### config.mk
export PLATFORM = sky130hd
export DESIGN_NAME = ccp_channel
export DESIGN_NICKNAME = d
export VERILOG_FILES = /design/src/rtl/ccp_pkg.sv /design/src/rtl/ccp_capture.sv /design/src/rtl/ccp_compare.sv /design/src/rtl/ccp_pwm.sv /design/src/rtl/ccp_channel.sv
export SDC_FILE = /design/constraint.sdc
export NUM_CORES = 1
export LEC_CHECK = 0
export BUFFER_PORTS_ARGS = -buffer_cell sky130_fd_sc_hd__buf_4
export CAP_MARGIN = 20
export CORE_UTILIZATION = 29
export DETAILED_ROUTE_END_ITERATION = 8
export HOLD_SLACK_MARGIN = 0.02
export PLACE_DENSITY = 0.46
export SYNTH_ARGS = -nofsm -noshare
export SYNTH_HDL_FRONTEND = slang
export SYNTH_SLANG_ARGS = --single-unit
### constraint.sdc
create_clock -name clk -period 1.93 [get_ports clk]
set_input_delay 0.0965 -clock clk [delete_from_list [all_inputs] [get_ports clk]]
set_output_delay 0.0965 -clock clk [all_outputs]
set_load 0.01 [all_outputs]
### src/rtl/ccp_pkg.sv
package ccp_pkg;

  typedef enum logic [1:0] {GRP_OFF, GRP_CAP, GRP_CMP, GRP_PWM} grp_e;
  typedef enum logic [1:0] {ACT_TOGGLE, ACT_SET, ACT_CLR, ACT_NONE} act_e;

  localparam logic [1:0] ADDR_CTRL = 2'd0;
  localparam logic [1:0] ADDR_DLO  = 2'd1;
  localparam logic [1:0] ADDR_DHI  = 2'd2;
  localparam logic [1:0] ADDR_FLAG = 2'd3;

  function automatic grp_e mode_group(input logic [3:0] m);
    grp_e g;
    casez (m)
      4'b0010: g = GRP_CMP;
      4'b01??: g = GRP_CAP;
      4'b10??: g = GRP_CMP;
      4'b11??: g = GRP_PWM;
      default: g = GRP_OFF;
    endcase
    return g;
  endfunction

  function automatic act_e cmp_action(input logic [3:0] m);
    act_e a;
    case (m)
      4'b0010: a = ACT_TOGGLE;
      4'b1000: a = ACT_SET;
      4'b1001: a = ACT_CLR;
      default: a = ACT_NONE;
    endcase
    return a;
  endfunction

  function automatic logic [4:0] cap_div(input logic [3:0] m);
    logic [4:0] d;
    case (m)
      4'b0110: d = 5'd4;
      4'b0111: d = 5'd16;
      default: d = 5'd1;
    endcase
    return d;
  endfunction

endpackage

### src/rtl/ccp_capture.sv
module ccp_capture #(
  parameter int SYNC_STAGES = 2,
  parameter int MAX_DIV     = 16,
  localparam int PRE_W      = $clog2(MAX_DIV)
) (
  input  logic           clk,
  input  logic           rst_n,
  input  logic           pin_in,
  input  logic           enable,
  input  logic           falling,
  input  logic [PRE_W:0] div,
  input  logic           clr,
  output logic           cap_fire
);

  logic [SYNC_STAGES:0] sh_q, sh_d;
  logic [PRE_W-1:0]     pre_q, pre_d;
  logic                 lvl, prev, edge_hit, last;

  always_comb begin
    sh_d     = {sh_q[SYNC_STAGES-1:0], pin_in};
    lvl      = sh_q[SYNC_STAGES-1];
    prev     = sh_q[SYNC_STAGES];
    edge_hit = enable && (falling ? (!lvl && prev) : (lvl && !prev));
    last     = ({1'b0, pre_q} == (div - 1'b1));
    cap_fire = edge_hit && last && !clr;
    pre_d    = pre_q;
    if (clr)           pre_d = '0;
    else if (edge_hit) pre_d = last ? '0 : pre_q + 1'b1;
  end

  always_ff @(posedge clk or negedge rst_n) begin
    if (!rst_n) begin
      sh_q  <= '0;
      pre_q <= '0;
    end else begin
      sh_q  <= sh_d;
      pre_q <= pre_d;
    end
  end

  assert_pre_bound_R4: assert property (@(posedge clk) disable iff (!rst_n)
    enable |-> ({1'b0, pre_q} < div));

  assert_clr_zero_R5: assert property (@(posedge clk) disable iff (!rst_n)
    clr |=> (pre_q == '0));

endmodule

### src/rtl/ccp_compare.sv
module ccp_compare
  import ccp_pkg::*;
#(
  parameter int TMR_W = 16
) (
  input  logic             clk,
  input  logic             rst_n,
  input  logic             enable,
  input  logic             off,
  input  act_e             act,
  input  logic             special,
  input  logic [TMR_W-1:0] tmr,
  input  logic [TMR_W-1:0] ref_val,
  output logic             evt,
  output logic             pin_q,
  output logic             trig_q
);

  logic match, match_q, pin_d, trig_d;

  always_comb begin
    match  = (tmr == ref_val);
    evt    = enable && match && !match_q;
    trig_d = evt && special;
    pin_d  = pin_q;
    if (off) pin_d = 1'b0;
    else if (evt) begin
      case (act)
        ACT_TOGGLE: pin_d = !pin_q;
        ACT_SET:    pin_d = 1'b1;
        ACT_CLR:    pin_d = 1'b0;
        default:    pin_d = pin_q;
      endcase
    end
  end

  always_ff @(posedge clk or negedge rst_n) begin
    if (!rst_n) begin
      match_q <= 1'b0;
      pin_q   <= 1'b0;
      trig_q  <= 1'b0;
    end else begin
      match_q <= match;
      pin_q   <= pin_d;
      trig_q  <= trig_d;
    end
  end

  assert_off_clear_R1: assert property (@(posedge clk) disable iff (!rst_n)
    off |=> !pin_q);

  assert_set_action_R6: assert property (@(posedge clk) disable iff (!rst_n)
    (evt && act == ACT_SET) |=> pin_q);

  assert_single_event_R7: assert property (@(posedge clk) disable iff (!rst_n)
    evt |=> !evt);

  assert_trig_pulse_R8: assert property (@(posedge clk) disable iff (!rst_n)
    trig_q |=> !trig_q);

endmodule

### src/rtl/ccp_pwm.sv
module ccp_pwm #(
  parameter int PWM_W = 10
) (
  input  logic             clk,
  input  logic             rst_n,
  input  logic             enable,
  input  logic [PWM_W-1:0] cnt,
  input  logic [PWM_W-1:0] duty,
  output logic             pwm_q
);

  logic [PWM_W-1:0] shadow_q, shadow_d, duty_eff;
  logic             rollover, pwm_d;

  always_comb begin
    rollover = (cnt == '0);
    duty_eff = rollover ? duty : shadow_q;
    shadow_d = !enable ? '0 : duty_eff;
    pwm_d    = enable && (cnt < duty_eff);
  end

  always_ff @(posedge clk or negedge rst_n) begin
    if (!rst_n) begin
      shadow_q <= '0;
      pwm_q    <= 1'b0;
    end else begin
      shadow_q <= shadow_d;
      pwm_q    <= pwm_d;
    end
  end

  assert_zero_duty_low_R11: assert property (@(posedge clk) disable iff (!rst_n)
    (shadow_q == '0 && cnt != '0) |=> !pwm_q);

  assert_shadow_hold_R11: assert property (@(posedge clk) disable iff (!rst_n)
    (enable && cnt != '0) |=> (shadow_q == $past(shadow_q)));

endmodule

### src/rtl/ccp_channel.sv
module ccp_channel
  import ccp_pkg::*;
#(
  parameter int TMR_W       = 16,
  parameter int DC_W        = 2,
  parameter int SYNC_STAGES = 2,
  localparam int PWM_W      = 8 + DC_W,
  localparam int PRE_W      = 4
) (
  input  logic             clk,
  input  logic             rst_n,
  input  logic             wr_en,
  input  logic [1:0]       wr_addr,
  input  logic [7:0]       wr_data,
  input  logic [1:0]       rd_addr,
  output logic [7:0]       rd_data,
  input  logic [TMR_W-1:0] tmr_cnt,
  input  logic             pin_in,
  output logic             pin_out,
  output logic             irq_flag,
  output logic             tmr_rst,
  output logic             adc_start
);

  logic [1:0]       rsync_q;
  logic             rst_ni;
  logic [3:0]       mode_q, mode_d;
  logic [DC_W-1:0]  dc_q, dc_d;
  logic [TMR_W-1:0] data_q, data_d;
  logic             flag_q, flag_d;
  grp_e             grp;
  act_e             act;
  logic             is_cap, is_cmp, is_pwm, is_off;
  logic             ctrl_wr, mode_chg, flag_clr, cap_clr;
  logic             cap_fire, cmp_evt, cmp_pin, trig_q, pwm_pin;
  logic [PRE_W:0]   div;

  always_ff @(posedge clk or negedge rst_n) begin
    if (!rst_n) rsync_q <= 2'b00;
    else        rsync_q <= {rsync_q[0], 1'b1};
  end
  assign rst_ni = rsync_q[1];

  always_comb begin
    grp      = mode_group(mode_q);
    act      = cmp_action(mode_q);
    is_cap   = (grp == GRP_CAP);
    is_cmp   = (grp == GRP_CMP);
    is_pwm   = (grp == GRP_PWM);
    is_off   = (grp == GRP_OFF);
    div      = cap_div(mode_q);
    ctrl_wr  = wr_en && (wr_addr == ADDR_CTRL);
    flag_clr = wr_en && (wr_addr == ADDR_FLAG);
    mode_chg = ctrl_wr && (wr_data[3:0] != mode_q);
    cap_clr  = mode_chg || !is_cap;

    mode_d = mode_q;
    dc_d   = dc_q;
    if (ctrl_wr) begin
      mode_d = wr_data[3:0];
      dc_d   = wr_data[4 +: DC_W];
    end

    data_d = data_q;
    if (cap_fire) data_d = tmr_cnt;
    else if (wr_en && wr_addr == ADDR_DLO) data_d[7:0] = wr_data;
    else if (wr_en && wr_addr == ADDR_DHI) data_d[TMR_W-1:8] = wr_data;

    flag_d = flag_q;
    if (cap_fire || cmp_evt) flag_d = 1'b1;
    else if (flag_clr)       flag_d = 1'b0;
  end

  always_ff @(posedge clk or negedge rst_ni) begin
    if (!rst_ni) begin
      mode_q <= '0;
      dc_q   <= '0;
      data_q <= '0;
      flag_q <= 1'b0;
    end else begin
      mode_q <= mode_d;
      dc_q   <= dc_d;
      data_q <= data_d;
      flag_q <= flag_d;
    end
  end

  ccp_capture #(.SYNC_STAGES(SYNC_STAGES), .MAX_DIV(16)) u_cap (
    .clk(clk), .rst_n(rst_ni), .pin_in(pin_in), .enable(is_cap),
    .falling(mode_q[1:0] == 2'b00), .div(div), .clr(cap_clr),
    .cap_fire(cap_fire)
  );

  ccp_compare #(.TMR_W(TMR_W)) u_cmp (
    .clk(clk), .rst_n(rst_ni), .enable(is_cmp), .off(is_off), .act(act),
    .special(mode_q == 4'b1011), .tmr(tmr_cnt), .ref_val(data_q),
    .evt(cmp_evt), .pin_q(cmp_pin), .trig_q(trig_q)
  );

  ccp_pwm #(.PWM_W(PWM_W)) u_pwm (
    .clk(clk), .rst_n(rst_ni), .enable(is_pwm), .cnt(tmr_cnt[PWM_W-1:0]),
    .duty({data_q[7:0], dc_q}), .pwm_q(pwm_pin)
  );

  always_comb begin
    pin_out   = is_cmp ? cmp_pin : (is_pwm ? pwm_pin : 1'b0);
    irq_flag  = flag_q;
    tmr_rst   = trig_q;
    adc_start = trig_q;
    case (rd_addr)
      ADDR_CTRL: rd_data = {{(4 - DC_W){1'b0}}, dc_q, mode_q};
      ADDR_DLO:  rd_data = data_q[7:0];
      ADDR_DHI:  rd_data = data_q[TMR_W-1:8];
      default:   rd_data = {7'b0, flag_q};
    endcase
  end

  assert_capture_copy_R3: assert property (@(posedge clk) disable iff (!rst_ni)
    cap_fire |=> (data_q == $past(tmr_cnt)) && irq_flag);

  assert_trig_flag_R8: assert property (@(posedge clk) disable iff (!rst_ni)
    tmr_rst |-> irq_flag);

  assert_flag_sticky_R9: assert property (@(posedge clk) disable iff (!rst_ni)
    (flag_q && !flag_clr) |=> flag_q);

endmodule

# --- Word level (Yosys, flattened, before mapping) ---
# Cells that the tools add are included.
word_totals:
  in_bits: 32
  register_bits: 46
  output_inout_bits: 12
  elab_cells: 97
classes:
  magnitude_cmp: 1
  n_eq_ne: 23
  reduce_logical: 37
  muxes: 21
  n_addsub: 2
op_table:
  columns: ["cell", "count"]
  rows:
  - ["$mux 8", 3]
  - ["$pmux 8 s3", 1]
  - ["$mux 10", 2]
  - ["$eq 16x16->1", 1]
  - ["$eq 2x2->1 const B", 8]
  - ["$mux 16", 1]
  - ["$logic_and 1x1->1", 14]
  - ["$eq 4x4->1 const B", 3]
  - ["$mux 4", 3]
  - ["$pmux 2 s3", 2]
  - ["$eq 2x1->1 const B", 5]
  - ["$logic_not 10->1", 1]
  - ["$logic_not 2->1", 5]
  - ["$lt 10x10->1", 1]
  - ["$pmux 5 s2", 1]
  - ["$reduce_bool 2->1", 5]
  - ["$eq 4x3->1 const B", 2]
  - ["$mux 1", 7]
  - ["$logic_not 1->1", 6]
  - ["$eq 4x5->1", 1]
  - ["$sub 5x1->5 const B", 1]
  - ["$add 4x1->4 const B", 1]
  - ["$eq 4x2->1 const B", 1]
  - ["$ne 4x4->1", 1]
  - ["other kinds (6)", 8]

# --- Longest topological paths before layout ---
depth:
  ltp_word: 10
  mapped_depth: 10
  ltp_nobuf: 9

# --- By module ---
# From an unflattened synthesis, not the netlist that was laid out.
hier_totals:
  cells_unflattened: 296
  area_unflattened_um2: 2929.1
by_module_without_submodules:
  columns: ["mod", "area_each_um2", "seq_area_each_um2", "n_inst", "cells_per_inst"]
  rows:
  - ["ccp_channel", 1400.1, 625.6, 1, 158]
  - ["ccp_pwm", 733.2, 275.3, 1, 60]
  - ["ccp_capture", 439.2, 175.2, 1, 38]
  - ["ccp_compare", 356.6, 75.1, 1, 40]

# --- Least setup slack after synthesis ---
# No wires, ideal clock.
synth_timing:
  path_kind: "flip-flop to flip-flop"
  from: "reg mode_q[3]"
  to: "reg u_cmp.pin_q"
  period_less_slack_ps: 2022
  arrival_ps: 1944
  required_time_ps: 1852
  path_stages_with_launch: 9
  setup_slack_ps: -92
  n_path_buf: 1
  setup_ps: 78
  path_cell_list: "dfrtp_1 -> buf_2 -> inv_1 -> or3_1 -> a21o_1 -> ha_1 -> mux2i_1 -> or4_1 -> o21ai_1"
synth_between:
  elab_chain_len: 8
  word_cells_on_any_way: 22
  classes_between: "eq/ne: 9; mux: 5; reduce/logical: 8"
synth_rtl:
  columns: ["element", "line", "rtl"]
  rows:
  - ["start: declaration", "ccp_channel.sv:27", "logic [3:0] mode_q, mode_d;"]
  - ["start signal: assignment", "ccp_channel.sv:81", "mode_q <= mode_d;"]
  - ["$eq 4x2->1 / $eq 2x2->1 (equally long branches)", "ccp_pkg.sv:13, ccp_pkg.sv:25", null]
  - ["$reduce_or 2->1 (no source line)", null, null]
  - ["$pmux 2 s3", "ccp_pkg.sv:13", "casez (m)"]
  - ["$eq 2x2->1", "ccp_channel.sv:48", "is_cmp = (grp == GRP_CMP);"]
  - ["$logic_and 1x1->1 (2 in a row)", "ccp_compare.sv:23", "evt = enable && match && !match_q;"]
  - ["$reduce_bool 2->1 (no source line)", null, null]
  - ["$reduce_and 2->1 (no source line)", null, null]
  - ["end signal: assignment", "ccp_compare.sv:44", "pin_q <= pin_d;"]
  - ["end: declaration", "ccp_compare.sv:15", "output logic pin_q,"]
# Several ways; a longest one is shown, not always the timed one. The select of a mux whose other input is x is not followed.
# A chain may end at the register's enable or synchronous reset.

# --- Worst setup path in the final report ---
layout_timing:
  from: "reg mode_q[1]"
  to: "reg u_cmp.pin_q"
layout_between:
  elab_chain_len: 8
  word_cells_on_any_way: 19
  classes_between: "eq/ne: 6; mux: 5; reduce/logical: 8"
layout_rtl:
  columns: ["element", "line"]
  rows:
  - ["$eq 4x2->1", "ccp_pkg.sv:13, ccp_pkg.sv:25"]
  - ["$reduce_or 2->1 (no source line)", null]
  - ["$pmux 2 s3", "ccp_pkg.sv:13"]
  - ["$eq 2x2->1", "ccp_channel.sv:48"]
  - ["$logic_and 1x1->1 (2 in a row)", "ccp_compare.sv:23"]
  - ["$reduce_bool 2->1 (no source line)", null]
  - ["$reduce_and 2->1 (no source line)", null]
# Several ways; a longest one is shown, not always the timed one. The select of a mux whose other input is x is not followed.

==> summary by stage <==
STA
Derived from the worst setup path, the maximum achievable clock frequency is roughly 520 MHz. The least setup slack across all paths after layout is -0.00623 ns. The worst pin sits at a relative slew slack of between 50% and 60%.

The number of max-slew violations in the final report was 0. The worst clock skew on the final layout is slightly below 0.007 ns. In the finished design, the share of the clock period the worst path needs comes to 100%. The transition time of the tightest slew-check pin is 0.625 ns. The number of setup violations in the final report is 1. The number of hold violations in the final report is 0. The worst path in the final design needs a cycle of 1.94 ns, including I/O delays and setup. Setup repair after global routing could not meet its margin everywhere.

Floorplanning
The initial standard-cell utilization of the core is between 30% and 40%. The region available for standard cell placement spans between 9000 and 10000 sq um. The total number of placement rows is 35. The overall die height is around 100 um. The overall die width is around 100 um. The I/O pin total is 44. The die covers 10000 sq um.

Layout
The layout overhead on the synthesized area is 36.2%. The final layout contains 396 nets. Cells with a size suffix above 1 make up 37.6% of the layout.

The number of antenna cells inserted is 0. The finished layout holds 483 standard cells, fillers aside.

Yosys
Sequential cells were found to cover between 40% and 50% of the synthesized design area. The gate count of the mapped netlist is 269. Of all cell types, the one taking the most synthesized area is dfrtp_1. Among all cell types in the netlist, the one instantiated most often is dfrtp_1. In this run, synthesis inferred 0 flip-flops with an integrated enable.

Among all flip-flop cells after synthesis, the most frequent one is dfrtp_1. The number of different library cells used by synthesis comes to 46. The Yosys step of the flow raised 0 warnings. The per-instance average area after synthesis is between 10 and 15 sq um.

The combined area of all synthesized cells is 2790 sq um. In the synthesized netlist the async set-or-reset flop fraction comes to between 90% and 100%. The share of synthesized area in the top cell type comes to between 40% and 50%. The post-synthesis net count is 312. The number of synthesized register bits is 46. Ranked by total cell area, the synthesized netlist is headed by dfrtp_1, mux2i_1, xor2_1. Counting instances in the post-synthesis netlist gives the leading cell types as dfrtp_1, mux2i_1, nand2_1, xor2_1, nor2_1.

Setup path
Of all nets on the critical path, the largest fanout is 5. The arrival time of the worst setup path is 2.18 ns. The type of element capturing the critical path is a flop. The launch point of the worst path is mode_q[1]. The worst setup path is launched from a flop. The startpoint identified for the worst register-to-register timing path is mode_q[1].

At the worst endpoint, the required time is between 2 and 2.5 ns. The path type of the worst setup path is flop to flop.

Global route
The initial antenna violation count is 0. The via count of the first global-routing pass is 2312. The global-route wire length before repair is about 12000 um.

The total routing resource utilization after global routing is 16.3%. The total grt overflow is 0. The maximum number of pins on one net before global-route repair is 38.

CTS
Counting the buffers created by CTS gives 5. The cell sitting at the root of the clock tree is a clkbuf_8. The number of H-tree levels is 2. The clock slew at the register clock pins of the worst setup and hold paths is around 0.090 ns.

For the worst-skew pair, the clock arrives at the later sink with an insertion delay of about 0.31 ns. TritonCTS built the clock tree. The total clock sinks is 46. The buffer depth of the longest clock path is 2.

Drt
After detailed routing, the number of remaining DRC violations is 0. The number of detailed-route iterations in the first pass is 4. For this block, the initial DRC count from the detailed router was between 80 and 90. The detail route stage leaves a number of antenna-violating nets equal to 0. The average wire length per cell after detail routing is ~16 um. The detailed router placed approximately 2200 vias in this run.

The final layout contains routed wiring with a total length of 7580 um. In the routed layout, each cell is associated on average with a via count of approximately 4.6.

Run
The tool flagged a number of max-cap violations equal to 0.

Placed design
The number of I/O port buffers is 43. The post-DP HPWL is 5710 um. At the end of routability-driven placement, the weighted congestion stood at roughly 0.8.

The cell count after placement is 463.

Run status
The final reports fail on setup timing. The flow ran to the end, but the final reports show violations.

Power and ir drop
The largest voltage drop on the vdd net is around 0.37 mV. The power per cell area is 838 nW/um^2. The total power of the final layout is ~3.2 mW. For this design the static power due to leakage is between 1.5 and 2 nW.

Min path
The class of the most critical hold timing path is primary input to flop. The worst hold path begins at wr_data[3].
## flip-flops by register name, indices dropped and copies added, names as in the netlist
| signal | flops |
|---|---|
| dc_q | 2 |
| u_cmp.match_q | 1 |
| rsync_q | 2 |
| u_cap.pre_q | 4 |
| u_cap.sh_q | 3 |
| mode_q | 4 |
| u_pwm.pwm_q | 1 |
| u_cmp.pin_q | 1 |
| irq_flag | 1 |
| u_pwm.shadow_q | 10 |
| u_cmp.trig_q | 1 |
| data_q | 16 |
## layout make-up
cell class | instances | area [sq um]
clock buffers | 5 | 68.8
clock inverters | 3 | 45.0
fillers | 957 | 5490
inverters | 3 | 11.3
multi-input cells | 206 | 1620
flip-flops and latches | 46 | 1150
well taps | 129 | 161
repair buffers | 91 | 741
## critical path, cell delays in order (launching register included)
cell	delay, ns
dfrtp_2	0.45
or3_1	0.36
a21o_1	0.19
ha_4	0.28
mux2i_1	0.06
or4_1	0.40
o21ai_1	0.13
## stage by stage
stage	area, sq um	hold slack (ns)	utilization [%]	setup WS [ns]	TNS (ns)
6_report	3800	0.0420	40.9	-0.00623	-0.00623
5_1_grt	3800	0.0328	40.9	-0.0647	-0.687
4_1_cts	3710	0.0283	40.0	-0.0210	-0.0210
3_5_place_dp	3500	-0.119	37.7	-0.508	-0.520
3_3_place_gp	3500	-0.121	37.7	-0.377	-0.377
2_1_floorplan	2810	-0.199	-	-0.0272	-0.0272
## where the power goes
part	internal, mW	switching, mW
Sequential	1.14	0.245
Clock	0.386	0.359
Combinational	0.556	0.489
## cells in the final DEF (no fill, tap or decap), drive strengths merged, types with 2 or more instances in the layout
cell and n:
buf 83, dfrtp 46, mux2i 37, nand2 30, o21ai 27, xor2 18
nor2 16, ha 11, dlygate4sd3 8, a21oi 7, nor4 6, nor2b 5
clkbuf 5, nand3 5, mux2 4, or2 4, nor3 3, nand4 3
nand2b 3, a21o 3, nand3b 3, inv 3, nor3b 3, a22o 2
xnor2 2, o211ai 2, clkinvlp 2
## path summary, 6_finish.rpt
kind | end | slack (ns) | depth (start not counted)
min in group asynchronous | rsync_q[0] | 0.10 | 2
worst min register to register | u_cap.pre_q[0] | 0.12 | 0
max in group asynchronous | mode_q[1] | 1.33 | 1
worst min-delay path | mode_q[3] | 0.04 | 3
worst max register to register | u_cmp.pin_q | -0.006 | 6
worst max-delay path | u_cmp.pin_q | -0.006 | 6
## logic make-up after synthesis
logic type      after synthesis  share of synthesized area, %
mux                          42                          15.9
xor+xnor                     20                          6.29
simple gates                 85                          15.9
other cells                   1                         0.135
buf+inv                      18                          3.91
fa+ha+maj                    11                          4.94
flops                        46                          41.3
compound gates               46                          11.6
## layer usage
layer / GRT usage (%) / part of all wire (%) / wire [um]
met2: 25.9 / 47 / 3520
met5: 0 / 0 / 0
met3: 2.72 / 2.6 / 195
met4: 5.02 / 1.5 / 110
met1: 22.7 / 49 / 3740
## repair_timing
| action | CTS | global route |
|---|---|---|
| hold endpoints to repair | 9 | 0 |
| cloned | 0 | 1 |
| resized for setup | 3 | 15 |
| endpoints found under the setup margin | 2 | 19 |
| pin swaps | 0 | 11 |
| setup buffers | 1 | 2 |
| hold buffers | 8 | 0 |
Note: power is estimated with default switching activity, not from simulation.
